===== config.mk =====
export PLATFORM = sky130hd
export DESIGN_NAME = hwloop_ctrl
export DESIGN_NICKNAME = d
export VERILOG_FILES = /design/src/rtl/hwloop_pkg.sv /design/src/rtl/hwloop_regset.sv /design/src/rtl/hwloop_match.sv /design/src/rtl/hwloop_csr_mux.sv /design/src/rtl/hwloop_ctrl.sv
export SDC_FILE = /design/constraint.sdc
export NUM_CORES = 1
export LEC_CHECK = 0
export ABC_CLOCK_PERIOD_IN_PS = 3100
export BUFFER_PORTS_ARGS = -buffer_cell sky130_fd_sc_hd__buf_2
export CORE_MARGIN = 2
export CORE_UTILIZATION = 35
export CTS_BUF_LIST = sky130_fd_sc_hd__clkbuf_8
export CTS_CLUSTER_DIAMETER = 30
export DETAILED_ROUTE_END_ITERATION = 6
export HOLD_SLACK_MARGIN = 0.03
export PLACE_DENSITY_LB_ADDON = 0.15
export SLEW_MARGIN = 20
export SYNTH_ARGS = -nofsm -noshare
export SYNTH_HDL_FRONTEND = slang
export SYNTH_SLANG_ARGS = --single-unit

===== constraint.sdc =====
create_clock -name clk -period 3.1 [get_ports clk]
set_input_delay 0.155 -clock clk [delete_from_list [all_inputs] [get_ports clk]]
set_output_delay 0.155 -clock clk [all_outputs]
set_load 0.01 [all_outputs]

===== src/rtl/hwloop_pkg.sv =====
package hwloop_pkg;

   typedef enum logic [1:0] {
      FLD_START = 2'd0,
      FLD_END   = 2'd1,
      FLD_COUNT = 2'd2,
      FLD_NONE  = 2'd3
   } hwl_field_e;

   function automatic int unsigned loop_idx_width(input int unsigned n);
      return (n > 1) ? $clog2(n) : 1;
   endfunction

endpackage


===== src/rtl/hwloop_regset.sv =====
module hwloop_regset
   import hwloop_pkg::*;
#(
   parameter int unsigned ADDR_W = 32,
   parameter int unsigned CNT_W  = 32,
   parameter int unsigned DATA_W = 32
) (
   input  logic              clk,
   input  logic              rst_n,
   input  logic              setup_we,
   input  logic [1:0]        setup_fld,
   input  logic [DATA_W-1:0] setup_data,
   input  logic              csr_we,
   input  logic [1:0]        csr_fld,
   input  logic [DATA_W-1:0] csr_data,
   input  logic              dec,
   output logic [ADDR_W-1:0] start_q,
   output logic [ADDR_W-1:0] end_q,
   output logic [CNT_W-1:0]  count_q
);

   logic csr_start_wr, csr_end_wr, csr_cnt_wr;
   logic set_start_wr, set_end_wr, set_cnt_wr;
   logic cnt_wr;
   logic [ADDR_W-1:0] csr_addr_al, set_addr_al;

   assign csr_start_wr = csr_we   && (csr_fld   == FLD_START);
   assign csr_end_wr   = csr_we   && (csr_fld   == FLD_END);
   assign csr_cnt_wr   = csr_we   && (csr_fld   == FLD_COUNT);
   assign set_start_wr = setup_we && (setup_fld == FLD_START);
   assign set_end_wr   = setup_we && (setup_fld == FLD_END);
   assign set_cnt_wr   = setup_we && (setup_fld == FLD_COUNT);
   assign cnt_wr       = csr_cnt_wr || set_cnt_wr;

   assign csr_addr_al = {csr_data[ADDR_W-1:2], 2'b00};
   assign set_addr_al = {setup_data[ADDR_W-1:2], 2'b00};

   always_ff @(posedge clk or negedge rst_n) begin
      if (!rst_n) begin
         start_q <= '0;
         end_q   <= '0;
      end else begin
         if (csr_start_wr)      start_q <= csr_addr_al;
         else if (set_start_wr) start_q <= set_addr_al;
         if (csr_end_wr)        end_q   <= csr_addr_al;
         else if (set_end_wr)   end_q   <= set_addr_al;
      end
   end

   always_ff @(posedge clk or negedge rst_n) begin
      if (!rst_n) begin
         count_q <= '0;
      end else if (csr_cnt_wr) begin
         count_q <= csr_data[CNT_W-1:0];
      end else if (set_cnt_wr) begin
         count_q <= setup_data[CNT_W-1:0];
      end else if (dec) begin
         count_q <= count_q - CNT_W'(1);
      end
   end

   assert_count_step_R3: assert property (@(posedge clk) disable iff (!rst_n)
      (dec && !cnt_wr) |=> (count_q == $past(count_q) - CNT_W'(1)));

   assert_count_hold_R9: assert property (@(posedge clk) disable iff (!rst_n)
      (!dec && !cnt_wr) |=> $stable(count_q));

   assert_csr_wins_R8: assert property (@(posedge clk) disable iff (!rst_n)
      csr_cnt_wr |=> (count_q == $past(csr_data[CNT_W-1:0])));

   assert_dec_live_R4: assert property (@(posedge clk) disable iff (!rst_n)
      dec |-> (count_q != '0));

   assert_aligned_R6: assert property (@(posedge clk) disable iff (!rst_n)
      (start_q[1:0] == 2'b00) && (end_q[1:0] == 2'b00));

endmodule


===== src/rtl/hwloop_match.sv =====
module hwloop_match #(
   parameter int unsigned NUM_LOOPS = 2,
   parameter int unsigned ADDR_W    = 32,
   parameter int unsigned CNT_W     = 32
) (
   input  logic                                clk,
   input  logic                                rst_n,
   input  logic                                fetch_valid,
   input  logic [ADDR_W-1:0]                   fetch_pc,
   input  logic [NUM_LOOPS-1:0][ADDR_W-1:0]    start_a,
   input  logic [NUM_LOOPS-1:0][ADDR_W-1:0]    end_a,
   input  logic [NUM_LOOPS-1:0][CNT_W-1:0]     count_a,
   output logic [NUM_LOOPS-1:0]                dec,
   output logic                                redirect_valid,
   output logic [ADDR_W-1:0]                   redirect_pc
);

   logic [NUM_LOOPS-1:0] hit;
   logic [NUM_LOOPS-1:0] more;
   logic                 unused_pc_lsb;
   logic                 unused_end_lsb;

   assign unused_pc_lsb = ^fetch_pc[1:0];

   for (genvar g = 0; g < NUM_LOOPS; g++) begin : g_cmp
      assign hit[g]  = fetch_valid && (count_a[g] != '0) &&
                       (fetch_pc[ADDR_W-1:2] == end_a[g][ADDR_W-1:2]);
      assign more[g] = count_a[g] > CNT_W'(1);
   end

   always_comb begin
      logic found;
      found = 1'b0;
      dec   = '0;
      for (int i = 0; i < NUM_LOOPS; i++) begin
         if (hit[i] && !found) begin
            dec[i] = 1'b1;
            found  = 1'b1;
         end
      end
   end

   always_comb begin
      redirect_pc = '0;
      for (int i = 0; i < NUM_LOOPS; i++) begin
         if (dec[i]) redirect_pc = redirect_pc | start_a[i];
      end
   end

   assign redirect_valid = |(dec & more);

   always_comb begin
      unused_end_lsb = 1'b0;
      for (int i = 0; i < NUM_LOOPS; i++) unused_end_lsb = unused_end_lsb ^ (^end_a[i][1:0]);
   end

   assert_one_winner_R5: assert property (@(posedge clk) disable iff (!rst_n)
      $onehot0(dec));

   assert_inner_first_R5: assert property (@(posedge clk) disable iff (!rst_n)
      hit[0] |-> dec[0]);

   assert_redirect_needs_fetch_R9: assert property (@(posedge clk) disable iff (!rst_n)
      redirect_valid |-> fetch_valid);

   assert_redirect_aligned_R6: assert property (@(posedge clk) disable iff (!rst_n)
      redirect_valid |-> (redirect_pc[1:0] == 2'b00));

endmodule


===== src/rtl/hwloop_csr_mux.sv =====
module hwloop_csr_mux
   import hwloop_pkg::*;
#(
   parameter int unsigned NUM_LOOPS = 2,
   parameter int unsigned ADDR_W    = 32,
   parameter int unsigned CNT_W     = 32,
   parameter int unsigned DATA_W    = 32,
   localparam int unsigned LOOP_W   = loop_idx_width(NUM_LOOPS),
   localparam int unsigned CSR_AW   = LOOP_W + 2
) (
   input  logic [CSR_AW-1:0]                   csr_addr,
   input  logic [NUM_LOOPS-1:0][ADDR_W-1:0]    start_a,
   input  logic [NUM_LOOPS-1:0][ADDR_W-1:0]    end_a,
   input  logic [NUM_LOOPS-1:0][CNT_W-1:0]     count_a,
   output logic [DATA_W-1:0]                   csr_rdata
);

   logic [LOOP_W-1:0] idx;
   logic [1:0]        fld;

   assign idx = csr_addr[CSR_AW-1:2];
   assign fld = csr_addr[1:0];

   always_comb begin
      csr_rdata = '0;
      for (int i = 0; i < NUM_LOOPS; i++) begin
         if (idx == LOOP_W'(i)) begin
            unique case (fld)
               FLD_START: csr_rdata = DATA_W'(start_a[i]);
               FLD_END:   csr_rdata = DATA_W'(end_a[i]);
               FLD_COUNT: csr_rdata = DATA_W'(count_a[i]);
               default:   csr_rdata = '0;
            endcase
         end
      end
   end

endmodule


===== src/rtl/hwloop_ctrl.sv =====
module hwloop_ctrl
   import hwloop_pkg::*;
#(
   parameter int unsigned NUM_LOOPS = 2,
   parameter int unsigned ADDR_W    = 32,
   parameter int unsigned CNT_W     = 32,
   parameter int unsigned DATA_W    = 32,
   localparam int unsigned LOOP_W   = loop_idx_width(NUM_LOOPS),
   localparam int unsigned CSR_AW   = LOOP_W + 2
) (
   input  logic              clk,
   input  logic              rst_n,
   input  logic              fetch_valid,
   input  logic [ADDR_W-1:0] fetch_pc,
   output logic              redirect_valid,
   output logic [ADDR_W-1:0] redirect_pc,
   input  logic              setup_we,
   input  logic [LOOP_W-1:0] setup_loop,
   input  logic [1:0]        setup_fld,
   input  logic [DATA_W-1:0] setup_data,
   input  logic              csr_we,
   input  logic [CSR_AW-1:0] csr_addr,
   input  logic [DATA_W-1:0] csr_wdata,
   output logic [DATA_W-1:0] csr_rdata
);

   if (NUM_LOOPS < 1)   begin : g_bad_loops $error("NUM_LOOPS must be at least 1"); end
   if (ADDR_W < 3)      begin : g_bad_addr  $error("ADDR_W must be at least 3"); end
   if (ADDR_W > DATA_W) begin : g_bad_aw    $error("ADDR_W must not exceed DATA_W"); end
   if (CNT_W > DATA_W)  begin : g_bad_cw    $error("CNT_W must not exceed DATA_W"); end
   if (CNT_W < 2)       begin : g_bad_cnt   $error("CNT_W must be at least 2"); end

   logic [NUM_LOOPS-1:0][ADDR_W-1:0] start_a;
   logic [NUM_LOOPS-1:0][ADDR_W-1:0] end_a;
   logic [NUM_LOOPS-1:0][CNT_W-1:0]  count_a;
   logic [NUM_LOOPS-1:0]             dec;

   for (genvar g = 0; g < NUM_LOOPS; g++) begin : g_loop
      logic set_hit, csr_hit;
      assign set_hit = setup_we && (setup_loop == LOOP_W'(g));
      assign csr_hit = csr_we   && (csr_addr[CSR_AW-1:2] == LOOP_W'(g));

      hwloop_regset #(
         .ADDR_W (ADDR_W),
         .CNT_W  (CNT_W),
         .DATA_W (DATA_W)
      ) i_regset (
         .clk        (clk),
         .rst_n      (rst_n),
         .setup_we   (set_hit),
         .setup_fld  (setup_fld),
         .setup_data (setup_data),
         .csr_we     (csr_hit),
         .csr_fld    (csr_addr[1:0]),
         .csr_data   (csr_wdata),
         .dec        (dec[g]),
         .start_q    (start_a[g]),
         .end_q      (end_a[g]),
         .count_q    (count_a[g])
      );
   end

   hwloop_match #(
      .NUM_LOOPS (NUM_LOOPS),
      .ADDR_W    (ADDR_W),
      .CNT_W     (CNT_W)
   ) i_match (
      .clk            (clk),
      .rst_n          (rst_n),
      .fetch_valid    (fetch_valid),
      .fetch_pc       (fetch_pc),
      .start_a        (start_a),
      .end_a          (end_a),
      .count_a        (count_a),
      .dec            (dec),
      .redirect_valid (redirect_valid),
      .redirect_pc    (redirect_pc)
   );

   hwloop_csr_mux #(
      .NUM_LOOPS (NUM_LOOPS),
      .ADDR_W    (ADDR_W),
      .CNT_W     (CNT_W),
      .DATA_W    (DATA_W)
   ) i_csr_mux (
      .csr_addr  (csr_addr),
      .start_a   (start_a),
      .end_a     (end_a),
      .count_a   (count_a),
      .csr_rdata (csr_rdata)
   );

   assert_fetch_idle_R9: assert property (@(posedge clk) disable iff (!rst_n)
      (!fetch_valid && !csr_we && !setup_we) |=> $stable(count_a));

   assert_redirect_start_R2: assert property (@(posedge clk) disable iff (!rst_n)
      (redirect_valid && dec[0]) |-> (redirect_pc == start_a[0]));

endmodule


==> summary.md <==
| Metric | Value |
|---|---|
| Delay of the slowest cell on the worst path | `0.44 ns` |
| Crit-path cells | `xnor2_1 > nand4_1 > nor4_1 > nand2_1 > nor3_4 > buf_6 > buf_12 > a22o_1 > buf_2` |
| Tcrit/Tclk final | `101%` |
| Worst-path clk slew | `~0.11 ns` |
| Share of layout cells above drive strength 1 | `between 10% and 20%` |
| Yosys Warn Count | `0` |
| Synth top area share | `a little over a third` |
| CTS tree | `yes` |
| RSZ-0062 raised after global routing | `yes` |
| Crit path DAT | `between 2 and 3 ns` |
| Die width | `approximately 200 um` |
| Min-Delay Path Class | `in2reg` |
| CP Max Fanout | `11` |
| Dpl cell area | `~0.014 mm^2` |
| Peak supply drop | `between 0.2 and 0.3 mV` |
| Clk root buf | `clkbuf_8` |
| GP Congestion | `0.956` |
| Synth Register Bits | `between 150 and 200` |
| Achievable Freq | `approximately 320 MHz` |
| Post-Route M1 WL | `approximately 24 mm` |
| Pwr Density | `516 mW/mm^2` |
| Met3 wire len | `approximately 2.8 mm` |
| Clock Tree Buf Depth | `2` |
| Max layer used | `met4` |
| Port bufs | `167` |
| Most frequent cells in the layout | `o21ai_0 (204), dfrtp_1 (179), a21oi_1 (175)` |
| Final hold violations | `0` |
| Nets | `roughly 1900` |
| Setup WS pre-CTS | `between 0.2 and 0.25 ns` |
| Clock latency on the worst-skew pair | `0.52 ns` |
| Largest net degree at the start of global routing | `105` |
| WS Path Type | `reg2out` |
| Setup WS post-layout | `-0.0343 ns` |
| Congestion Overflow GR | `0` |
| Initial Util | `35.3%` |
| Via count | `~13000` |
| Ports | `approximately 170` |
| Fillers | `around 3600` |
| Total power | `8280 uW` |
| Routed WL | `between 50 and 60 mm` |
| Clock sinks | `184` |
| Post-DP HPWL | `about 37 mm` |
| Leakage | `~0.0065 uW` |
| Non-Filler Instances | `around 2300` |
| Final Cell Area | `around 0.016 mm^2` |
| Max-Cap Viols | `0` |
| Area leader, netlist | `dfrtp_1` |
| Initial antenna violation count | `1` |
| Area of the mapped netlist | `0.0129 mm^2` |
| Core area | `approximately 0.036 mm^2` |
| Detailed Routing Iterations Pass 1 | `6` |
| Seq/Total Area, Yosys | `~36%` |
| Final TNS setup | `-0.237 ns` |
| Synth unique cells | `56` |
| Number of enable flip-flop cells after synthesis | `0` |
| CP Launch Type | `register` |
| Synth Area per Inst | `about 8.3 um^2` |
| Final antenna-violating net count | `0` |
| Top FF cell, synth | `dfrtp_1` |
| Actual slew at the worst max-slew pin | `roughly 0.95 ns` |
| DRC | `0` |
| Crit path time final | `about 3.1 ns` |
| Placed Cells | `2130` |
| Vias in the first global route | `about 13000` |
| Worst Path Required | `2.94 ns` |
| First-pass GRT wire length | `a little over 80 mm` |
| Critical path's slowest cell | `xnor2_1` |
| Cells after Synth | `1551` |
| Gr usage total | `approximately 28%` |
| Area delta synth->final | `24.7%` |
| Slew Viols, Final | `0` |
| Hold Crit Depth | `5` |
| Via/cell ratio | `roughly 5.8` |
| Crit. End Element | `output port` |
| WL per Instance | `around 23 um` |
| H-tree Lvls | `4` |
| WL met2 | `25.1 mm` |
| Die Span Y | `196 um` |
| TritonCTS Buffers | `17` |
| Final setup viols | `16` |
| Max-slew headroom | `36.5%` |
| Main area contributors after synthesis | `dfrtp_1 (36%), mux2i_1 (12%), o21ai_0 (7.9%), a21oi_1 (6.8%), xnor2_1 (6.1%)` |
| Site row count | `70` |
| Ys async rst share | `100%` |
| Worst r2r path cells | `8` |
| Full die area | `0.0383 mm^2` |
| Status | `complete, but fails checks` |
| Number of DRC markers in iteration 0 | `1101` |
| Most common cell after layout, fill and taps aside | `o21ai_0` |
| Clk_skew | `around 0.028 ns` |
| Failing checks | `setup timing` |
[path summary, 6_finish.rpt]
| check | slack, ns | startpoint | to |
|---|---|---|---|
| max | -0.03 | g_loop[1].i_regset.end_q[29] | redirect_pc[19] |
| min | 0.09 | setup_data[1] | g_loop[1].i_regset.count_q[1] |
| min in group asynchronous | 0.36 | rst_n | g_loop[1].i_regset.start_q[9] |
| max in group asynchronous | 1.92 | rst_n | g_loop[0].i_regset.end_q[21] |
| max reg2reg | 0.13 | g_loop[1].i_regset.count_q[19] | g_loop[1].i_regset.count_q[0] |
| min reg2reg | 0.55 | g_loop[1].i_regset.count_q[29] | g_loop[1].i_regset.count_q[29] |
[area by class of cell]
class                           count  area, um^2  area share [%]
Sequential cell                   184        4610            28.7
Tap cell                          468         586            3.65
Clock buffer                       17         234            1.46
Timing Repair Buffer              347        2550            15.9
Clock inverter                     15         130           0.811
Multi-Input combinational cell   1234        7890            49.2
Antenna cell                        1        2.50          0.0156
Inverter                           12        45.0           0.281
[routing by layer]
| layer | global-route usage, % | up-vias |
|---|---|---|
| li1 | - | 6118 |
| met1 | 37.5 | 6380 |
| met2 | 46.0 | 534 |
| met3 | 3.76 | 85 |
| met4 | 9.54 | 0 |
| met5 | 0 | - |
[power by group]
part / internal (uW) / switching [uW]
clock network: 638 / 1020
logic: 1400 / 1570
registers: 2970 / 684
total: 5000 / 3280
[registers in the layout, summed over array words and instances, names as in the netlist]
name,flops
g_loop.i_regset.start_q,60
g_loop.i_regset.count_q,64
g_loop.i_regset.end_q,60
[cell families (layout without fill, tap and decap cells)]
group / Yosys count / after routing / share of synthesized area (%)
AOI/OAI and AO/OA: 518 / 518 / 23.4
and+or+nand+nor: 458 / 458 / 17.2
DFF: 184 / 184 / 35.8
muxes: 157 / 157 / 12.2
buffers and inverters: 134 / 391 / 4.40
xor gates and xnor gates: 94 / 94 / 6.40
adders and majority gates: 5 / 5 / 0.486
other: 1 / 3 / 0.0292
[synthesized netlist by cell type (all sizes together) (2+ instances only)]
cell,instances
a211oi,20
a21o,5
a21oi,175
a22o,33
a22oi,6
a2bb2oi,2
a31oi,6
and3,4
buf,29
clkbuf,93
dfrtp,184
ha,5
inv,11
mux2,2
mux2i,155
nand2,133
nand2b,6
nand3,19
nand3b,2
nand4,26
nand4b,3
nor2,144
nor2b,4
nor3,54
nor3b,3
nor4,26
o211ai,2
o21a,2
o21ai,204
o22a,27
o22ai,17
o2bb2ai,6
o31a,3
o31ai,4
o41ai,3
or2,7
or3,18
or4,8
xnor2,89
xor2,5
[critical path: cells and delay by family, from the launching register on]
family	cells	cell delay, ns
XOR/XNOR	1	0.44
buffers and inverters	3	0.49
flip-flops	1	0.42
AND/OR/NAND/NOR	4	0.98
AO/OA/AOI/OAI	1	0.14
[what timing repair did]
| action | CTS | global route |
|---|---|---|
| setup endpoints to repair | 31 | 31 |
| cloned | 2 | 0 |
| hold buffers | 88 | 0 |
| pin swaps | 10 | 6 |
| resized for setup | 28 | 9 |
| hold endpoints to repair | 266 | 0 |
| buffers inserted | 20 | 5 |
[per-stage QoR]
| step | util, % | hold slack, ns |
|---|---|---|
| 6_report | 44.0 | 0.0929 |
| 5_1_grt | 44.0 | 0.105 |
| 4_1_cts | 43.8 | 0.0571 |
| 3_5_place_dp | 39.4 | 0.366 |
| 3_3_place_gp | 39.4 | 0.360 |
| 2_1_floorplan | - | -0.141 |
(Power assumes the default switching activity.)
